### src/rtl/acc_round_pkg.sv
package acc_round_pkg;
  typedef enum logic { DIR_KEEP = 1'b0, DIR_UP = 1'b1 } rnd_dir_e;
  typedef enum logic [1:0] { SAT_NONE = 2'd0, SAT_POS = 2'd1, SAT_NEG = 2'd2 } sat_kind_e;
endpackage

### src/rtl/acc_round_dir.sv
module acc_round_dir
  import acc_round_pkg::*;
#(
  parameter int FRAC_W = 16
) (
  input  logic [FRAC_W-1:0] frac_i,
  input  logic              int_lsb_i,
  output rnd_dir_e          dir_o
);
  localparam logic [FRAC_W-1:0] HALF = {1'b1, {(FRAC_W-1){1'b0}}};

  logic above, tie;
  assign above = frac_i > HALF;
  assign tie   = frac_i == HALF;

  always_comb begin
    if (above || (tie && int_lsb_i)) dir_o = DIR_UP;
    else                             dir_o = DIR_KEEP;
  end

  always_comb begin

    if (tie && !int_lsb_i) tie_even_chk: assert (dir_o == DIR_KEEP);

    if (frac_i < HALF) below_half_chk: assert (dir_o == DIR_KEEP);
  end
endmodule

### src/rtl/acc_round_clamp.sv
module acc_round_clamp
  import acc_round_pkg::*;
#(
  parameter int HI_W  = 24,
  parameter int RES_W = 16
) (
  input  logic [HI_W-1:0]  hi_i,
  input  rnd_dir_e         dir_i,
  input  logic             sat_en_i,
  output logic [RES_W-1:0] res_o,
  output sat_kind_e        kind_o
);
  localparam int SUM_W = HI_W + 1;
  localparam int TOP_W = SUM_W - RES_W + 1;
  localparam logic [RES_W-1:0] MAX_POS = {1'b0, {(RES_W-1){1'b1}}};
  localparam logic [RES_W-1:0] MAX_NEG = {1'b1, {(RES_W-1){1'b0}}};

  logic [SUM_W-1:0] sum;
  logic [TOP_W-1:0] top;
  logic             fits;

  assign sum  = {hi_i[HI_W-1], hi_i} + {{HI_W{1'b0}}, (dir_i == DIR_UP)};
  assign top  = sum[SUM_W-1:RES_W-1];
  assign fits = (top == {TOP_W{1'b0}}) || (top == {TOP_W{1'b1}});

  always_comb begin
    if (fits)              kind_o = SAT_NONE;
    else if (sum[SUM_W-1]) kind_o = SAT_NEG;
    else                   kind_o = SAT_POS;
  end

  always_comb begin
    res_o = sum[RES_W-1:0];
    if (sat_en_i && kind_o == SAT_POS) res_o = MAX_POS;
    if (sat_en_i && kind_o == SAT_NEG) res_o = MAX_NEG;
  end

  always_comb begin

    if (!sat_en_i) wrap_low_chk: assert (res_o == sum[RES_W-1:0]);
  end
endmodule

### src/rtl/acc_round_sat.sv
module acc_round_sat
  import acc_round_pkg::*;
#(
  parameter int ACC_W  = 40,
  parameter int FRAC_W = 16,
  parameter int RES_W  = 16
) (
  input  logic             clk,
  input  logic             rst_n,
  input  logic             upd_i,
  input  logic             sat_en_i,
  input  logic [ACC_W-1:0] acc_i,
  output logic [RES_W-1:0] rnd_o
);
  localparam int HI_W = ACC_W - FRAC_W;

  rnd_dir_e         dir;
  sat_kind_e        kind;
  logic [RES_W-1:0] next_res;

  acc_round_dir #(.FRAC_W(FRAC_W)) u_dir (
    .frac_i   (acc_i[FRAC_W-1:0]),
    .int_lsb_i(acc_i[FRAC_W]),
    .dir_o    (dir)
  );

  acc_round_clamp #(.HI_W(HI_W), .RES_W(RES_W)) u_clamp (
    .hi_i    (acc_i[ACC_W-1:FRAC_W]),
    .dir_i   (dir),
    .sat_en_i(sat_en_i),
    .res_o   (next_res),
    .kind_o  (kind)
  );

  always_ff @(posedge clk or negedge rst_n) begin
    if (!rst_n)     rnd_o <= '0;
    else if (upd_i) rnd_o <= next_res;
  end


  hold_chk: assert property (@(posedge clk) disable iff (!rst_n)
    !upd_i |=> $stable(rnd_o));

  sat_pos_chk: assert property (@(posedge clk) disable iff (!rst_n)
    (upd_i && sat_en_i && kind == SAT_POS) |=> rnd_o == {1'b0, {(RES_W-1){1'b1}}});

  sat_neg_chk: assert property (@(posedge clk) disable iff (!rst_n)
    (upd_i && sat_en_i && kind == SAT_NEG) |=> rnd_o == {1'b1, {(RES_W-1){1'b0}}});

  up_step_chk: assert property (@(posedge clk) disable iff (!rst_n)
    (upd_i && kind == SAT_NONE && dir == DIR_UP)
      |=> rnd_o == $past(acc_i[FRAC_W+RES_W-1:FRAC_W]) + 1'b1);
endmodule

### config.mk
export PLATFORM = sky130hd
export DESIGN_NAME = acc_round_sat
export DESIGN_NICKNAME = d
export VERILOG_FILES = /design/src/rtl/acc_round_pkg.sv /design/src/rtl/acc_round_dir.sv /design/src/rtl/acc_round_clamp.sv /design/src/rtl/acc_round_sat.sv
export SDC_FILE = /design/constraint.sdc
export NUM_CORES = 1
export LEC_CHECK = 0
export ABC_AREA = 1
export CAP_MARGIN = 20
export CORE_MARGIN = 1
export CORE_UTILIZATION = 50
export CTS_BUF_LIST = sky130_fd_sc_hd__clkbuf_16
export DETAILED_ROUTE_END_ITERATION = 7
export PLACE_DENSITY = 0.92
export SLEW_MARGIN = 10
export SYNTH_ARGS = -nofsm -noshare
export SYNTH_HDL_FRONTEND = slang
export SYNTH_HIERARCHICAL = 1
export SYNTH_SLANG_ARGS = --single-unit
### constraint.sdc
create_clock -name clk -period 0.98 [get_ports clk]
set_input_delay 0.147 -clock clk [delete_from_list [all_inputs] [get_ports clk]]
set_output_delay 0.147 -clock clk [all_outputs]
set_load 0.005 [all_outputs]
==> results of run 1 <==
==> what timing repair did <==
action / 4_1_cts
pin swaps: 35
endpoints found under the setup margin: 32
gates cloned: 2
endpoints found under the hold margin: 0
setup buffers: 16
resized for setup: 124
==> per-layer routing <==
metal	overflow	global-route usage (%)
met1	0	67.84
met2	47	100.0
met3	0	45.76
met4	29	93.65
met5	0	7.143
==> through the flow <==
step / setup slack [ns] / utilization (%) / std cells
3_5_place_dp: -2.114 / 82.13 / 430
2_1_floorplan: -1.178 / - / 282
4_1_cts: -1.425 / 90.59 / 451
3_3_place_gp: -1.933 / 82.13 / 430
==> flow_metrics.env, run 1 <==
export IMPL_clock_sinks=16
export IMPL_worstEndpointGrtRepair="rnd_o[6]$_DFFE_PN0P_/D"
export IMPL_grt_max_degree=17
export IMPL_stop_stage="global routing"
export IMPL_ys_warn_count=6
export IMPL_synth_area_um2=1792
export IMPL_place_congestion=0.9069
export IMPL_dp_hpwl_um=4344
export IMPL_clk_path_buf_depth=2
export IMPL_synthCells=282
export IMPL_synth_fp_nets=328
export IMPL_cts_root_buf="clkbuf_16"
export IMPL_grt_usage_pct=73.95
export IMPL_run_status="aborted with a tool error"
export IMPL_gr_total_overflow=76
export IMPL_start_util_pct=52.86
export IMPL_rows=21
export IMPL_stop_error="[ERROR GRT-0232] Routing congestion too high. Check the congestion heatmap in the GUI."
export IMPL_worstEpCategory="sequential cell input"
export IMPL_htree_levels=1
export IMPL_avgSynthCellArea_um2=6.354
export IMPL_ctsHoldBuffers=0
export IMPL_dpl_cell_area_um2=2784
export IMPL_port_buffers=59
export IMPL_die_y_um=61.86
export IMPL_die_w_um=61.86
export IMPL_cts_buffers=3
export IMPL_ios=60
==> run 2, diff against run 1 <==
--- a/config.mk
+++ b/config.mk
@@ -8,10 +8,9 @@
 export ABC_AREA = 1
 export CAP_MARGIN = 20
 export CORE_MARGIN = 1
-export CORE_UTILIZATION = 50
-export CTS_BUF_LIST = sky130_fd_sc_hd__clkbuf_16
+export CORE_UTILIZATION = 40
 export DETAILED_ROUTE_END_ITERATION = 7
-export PLACE_DENSITY = 0.92
+export PLACE_DENSITY_LB_ADDON = 0.15
 export SLEW_MARGIN = 10
 export SYNTH_ARGS = -nofsm -noshare
 export SYNTH_HDL_FRONTEND = slang
==> run 2 against run 1 <==
The flow now finishes, with violations (setup timing). Synthesized cell count is the same. Area after synthesis unchanged.
==> flow_metrics.env, run 2 <==
export IMPL_run_status="complete, but fails checks"
export IMPL_violations="setup timing"
export IMPL_max_cap_violations=0
export IMPL_avgSynthCellArea_um2=6.354
export IMPL_layout_drive_gt1_share_pct=40.55
export IMPL_max_slew_margin_rel_pct=80.12
export IMPL_final_max_slew_violation_count=0
export IMPL_dp_hpwl_um=3959
export IMPL_ys_warn_count=6
export IMPL_drt_wl_total_um=5027
export IMPL_cpMostUsedCell="nand2_1"
export IMPL_start_util_pct=43.24
export IMPL_rows=23
export IMPL_critPathRequiredTime_ns=1.11
export IMPL_nets=449
export IMPL_pwr_share_comb_pct=40.7
export IMPL_cts_clk_slew_worst_paths_ns=0.06
export IMPL_postRouteAntennaNets=0
export IMPL_fillers=367
export IMPL_dpl_cell_area_um2=2796
export IMPL_cts_tree="built"
export IMPL_via_per_inst=4.540
export IMPL_critPathCaptureType="flop"
export IMPL_cts_buffers=3
export IMPL_clk_path_buf_depth=2
export IMPL_final_common_cell="nand2_1"
export IMPL_gr_total_overflow=0
export IMPL_ios=60
export IMPL_setup_ws_ns=-1.249
export IMPL_drt_pass1_iterations=5
export IMPL_worst_pin_slew_ns=0.2972
export IMPL_r2r_end="rnd_o[14]$_DFFE_PN0P_"
export IMPL_design_area_um2=2933
export IMPL_die_y_um=68.93
export IMPL_synth_fp_nets=328
export IMPL_timing_setup_tns_ns=-19.57
export IMPL_ir_drop_mv=0.3998
export IMPL_syn2layout_area_growth_pct=63.69
export IMPL_cts_root_buf="clkbuf_8"
export IMPL_skew_ns=0
export IMPL_vias=2052
export IMPL_die_w_um=68.93
export IMPL_cp_num_buf_inv=4
export IMPL_hold_slack_ns=0.2139
export IMPL_power_switching_uw=672.0
export IMPL_grt_first_pass_wirelength_um=7500
export IMPL_final_cell_mix="nand2_1 (110), buf_4 (57), inv_1 (29)"
export IMPL_grt_usage_pct=21.16
export IMPL_synth_area_um2=1792
export IMPL_rr_worst_depth=4
export IMPL_diodes=0
export IMPL_grt_pass1_vias=1824
export IMPL_largest_reg_flops=16
export IMPL_crit_chain="buf_6, nor2_4, nand2_2, nor2_2, a21oi_2, ha_2, ha_4, nand2_4, nor2_4, nand2_4, buf_4, inv_1, nand2_1, nand2_2, nand3_1, nor2_1, nand3_1, nand4_2, buf_12, a21oi_2, nand2_1, nand2_1"
export IMPL_slowest_delay_ns=0.21
export IMPL_top_regs="rnd_o: 16 flops"
export IMPL_fp_dieArea_um2=4751
export IMPL_p_leak_nw=1.538
export IMPL_r2r_setup_slack_ns=0.14
export IMPL_htree_levels=1
export IMPL_crit_family="simple AND/OR/NAND/NOR gates"
export IMPL_clock_sinks=16
export IMPL_clk_insertion_delay_late_ns=0.25
export IMPL_fin_util_pct=70.77
export IMPL_rsz0062_at_grt="true"
export IMPL_synthCells=282
export IMPL_drt_iter0_markers=92
export IMPL_regMostFlops="rnd_o"
export IMPL_hold_viol=0
export IMPL_powerDensity_nw_per_um2=772.0
export IMPL_grt_max_degree=17
export IMPL_core_area_um2=4144
export IMPL_intPower_mw=1.592
export IMPL_worst_ep_arrival_time_ns=2.36
export IMPL_place_congestion=0.8998
export IMPL_crit_path_top_delay_cell="ha_2"
export IMPL_reg2reg_from="rnd_o[14]$_DFFE_PN0P_"
export IMPL_power_share_switching_pct=29.68
export IMPL_antenna_found_initial=0
export IMPL_crit_type="in -> reg"
export IMPL_period_needed_ns=2.229
export IMPL_final_setup_viol_count=16
export IMPL_seq_power_share_pct=34.1
export IMPL_startpoint="acc_i[16]"
export IMPL_port_buffers=59
export IMPL_startpoint_type="input pin"
export IMPL_critPathMaxFanout=16
export IMPL_max_freq_mhz=448.5
export IMPL_hp_class="in -> async"
export IMPL_ctsHoldBuffers=0
export IMPL_wl_per_cell_um=11.12
export IMPL_clkPwrFrac_pct=25.3
export IMPL_drc=0
export IMPL_fin_crit_sh_pct=227.5
-- run 2: stage by stage --
step | setup WS (ns) | total power [mW] | std cells
global placement | -1.920 | 1.670 | 435
detailed placement | -1.995 | 1.691 | 435
floorplan | -1.178 | 1.151 | 282
finish | -1.249 | 2.264 | 452
global route | -1.400 | 2.408 | 452
CTS | -1.382 | 2.245 | 447
-- run 2: layout make-up --
| class | instances | area [um^2] | share of cell area (%) |
|---|---|---|---|
| Inverter | 32 | 125.1 | 4.266 |
| Timing Repair Buffer | 121 | 978.4 | 33.36 |
| Multi-Input combinational cell | 229 | 1311 | 44.71 |
| Clock buffer | 4 | 55.05 | 1.877 |
| Sequential cell | 16 | 400.4 | 13.65 |
| Tap cell | 50 | 62.56 | 2.133 |
-- run 2: how the worst max path moves through the flow --
| stage | end | slack (ns) | cells after the start |
|---|---|---|---|
| 2_1_floorplan | rnd_o[13]$_DFFE_PN0P_ | -1.18 | 21 |
| 3_3_place_gp | rnd_o[3]$_DFFE_PN0P_ | -1.92 | 22 |
| 3_5_place_dp | rnd_o[15]$_DFFE_PN0P_ | -1.99 | 23 |
| 4_1_cts | rnd_o[10]$_DFFE_PN0P_ | -1.38 | 22 |
| 5_1_grt | rnd_o[5]$_DFFE_PN0P_ | -1.40 | 22 |
| 6_report | rnd_o[10]$_DFFE_PN0P_ | -1.25 | 22 |
-- run 2: power groups by stage --
| stage | combinational (mW) | clock [mW] | sequential [mW] |
|---|---|---|---|
| finish | 0.920 | 0.573 | 0.771 |
| global route | 1.01 | 0.616 | 0.782 |
| CTS | 0.884 | 0.590 | 0.771 |
| detailed placement | 0.906 | 0 | 0.785 |
| global placement | 0.891 | 0 | 0.780 |
| floorplan | 0.356 | 0 | 0.795 |
-- run 2: what timing repair did --
action / 4_1_cts / 5_1_grt
setup buffers: 8 / 5
endpoints found under the setup margin: 32 / 25
pin swaps: 17 / 28
gates resized for setup: 68 / 64
cloned: 0 / 1
-- run 2: per-layer routing --
layer	wire length (um)	vias up	GRT usage, %	part of all wire [%]
met2	2604	48	40.41	52
met3	186	10	1.645	3.7
met5	0	-	0	0
li1	-	1094	-	-
met1	2122	900	23.60	42
met4	113	0	8.929	2.2
Note: power is estimated with default switching activity, not from simulation.
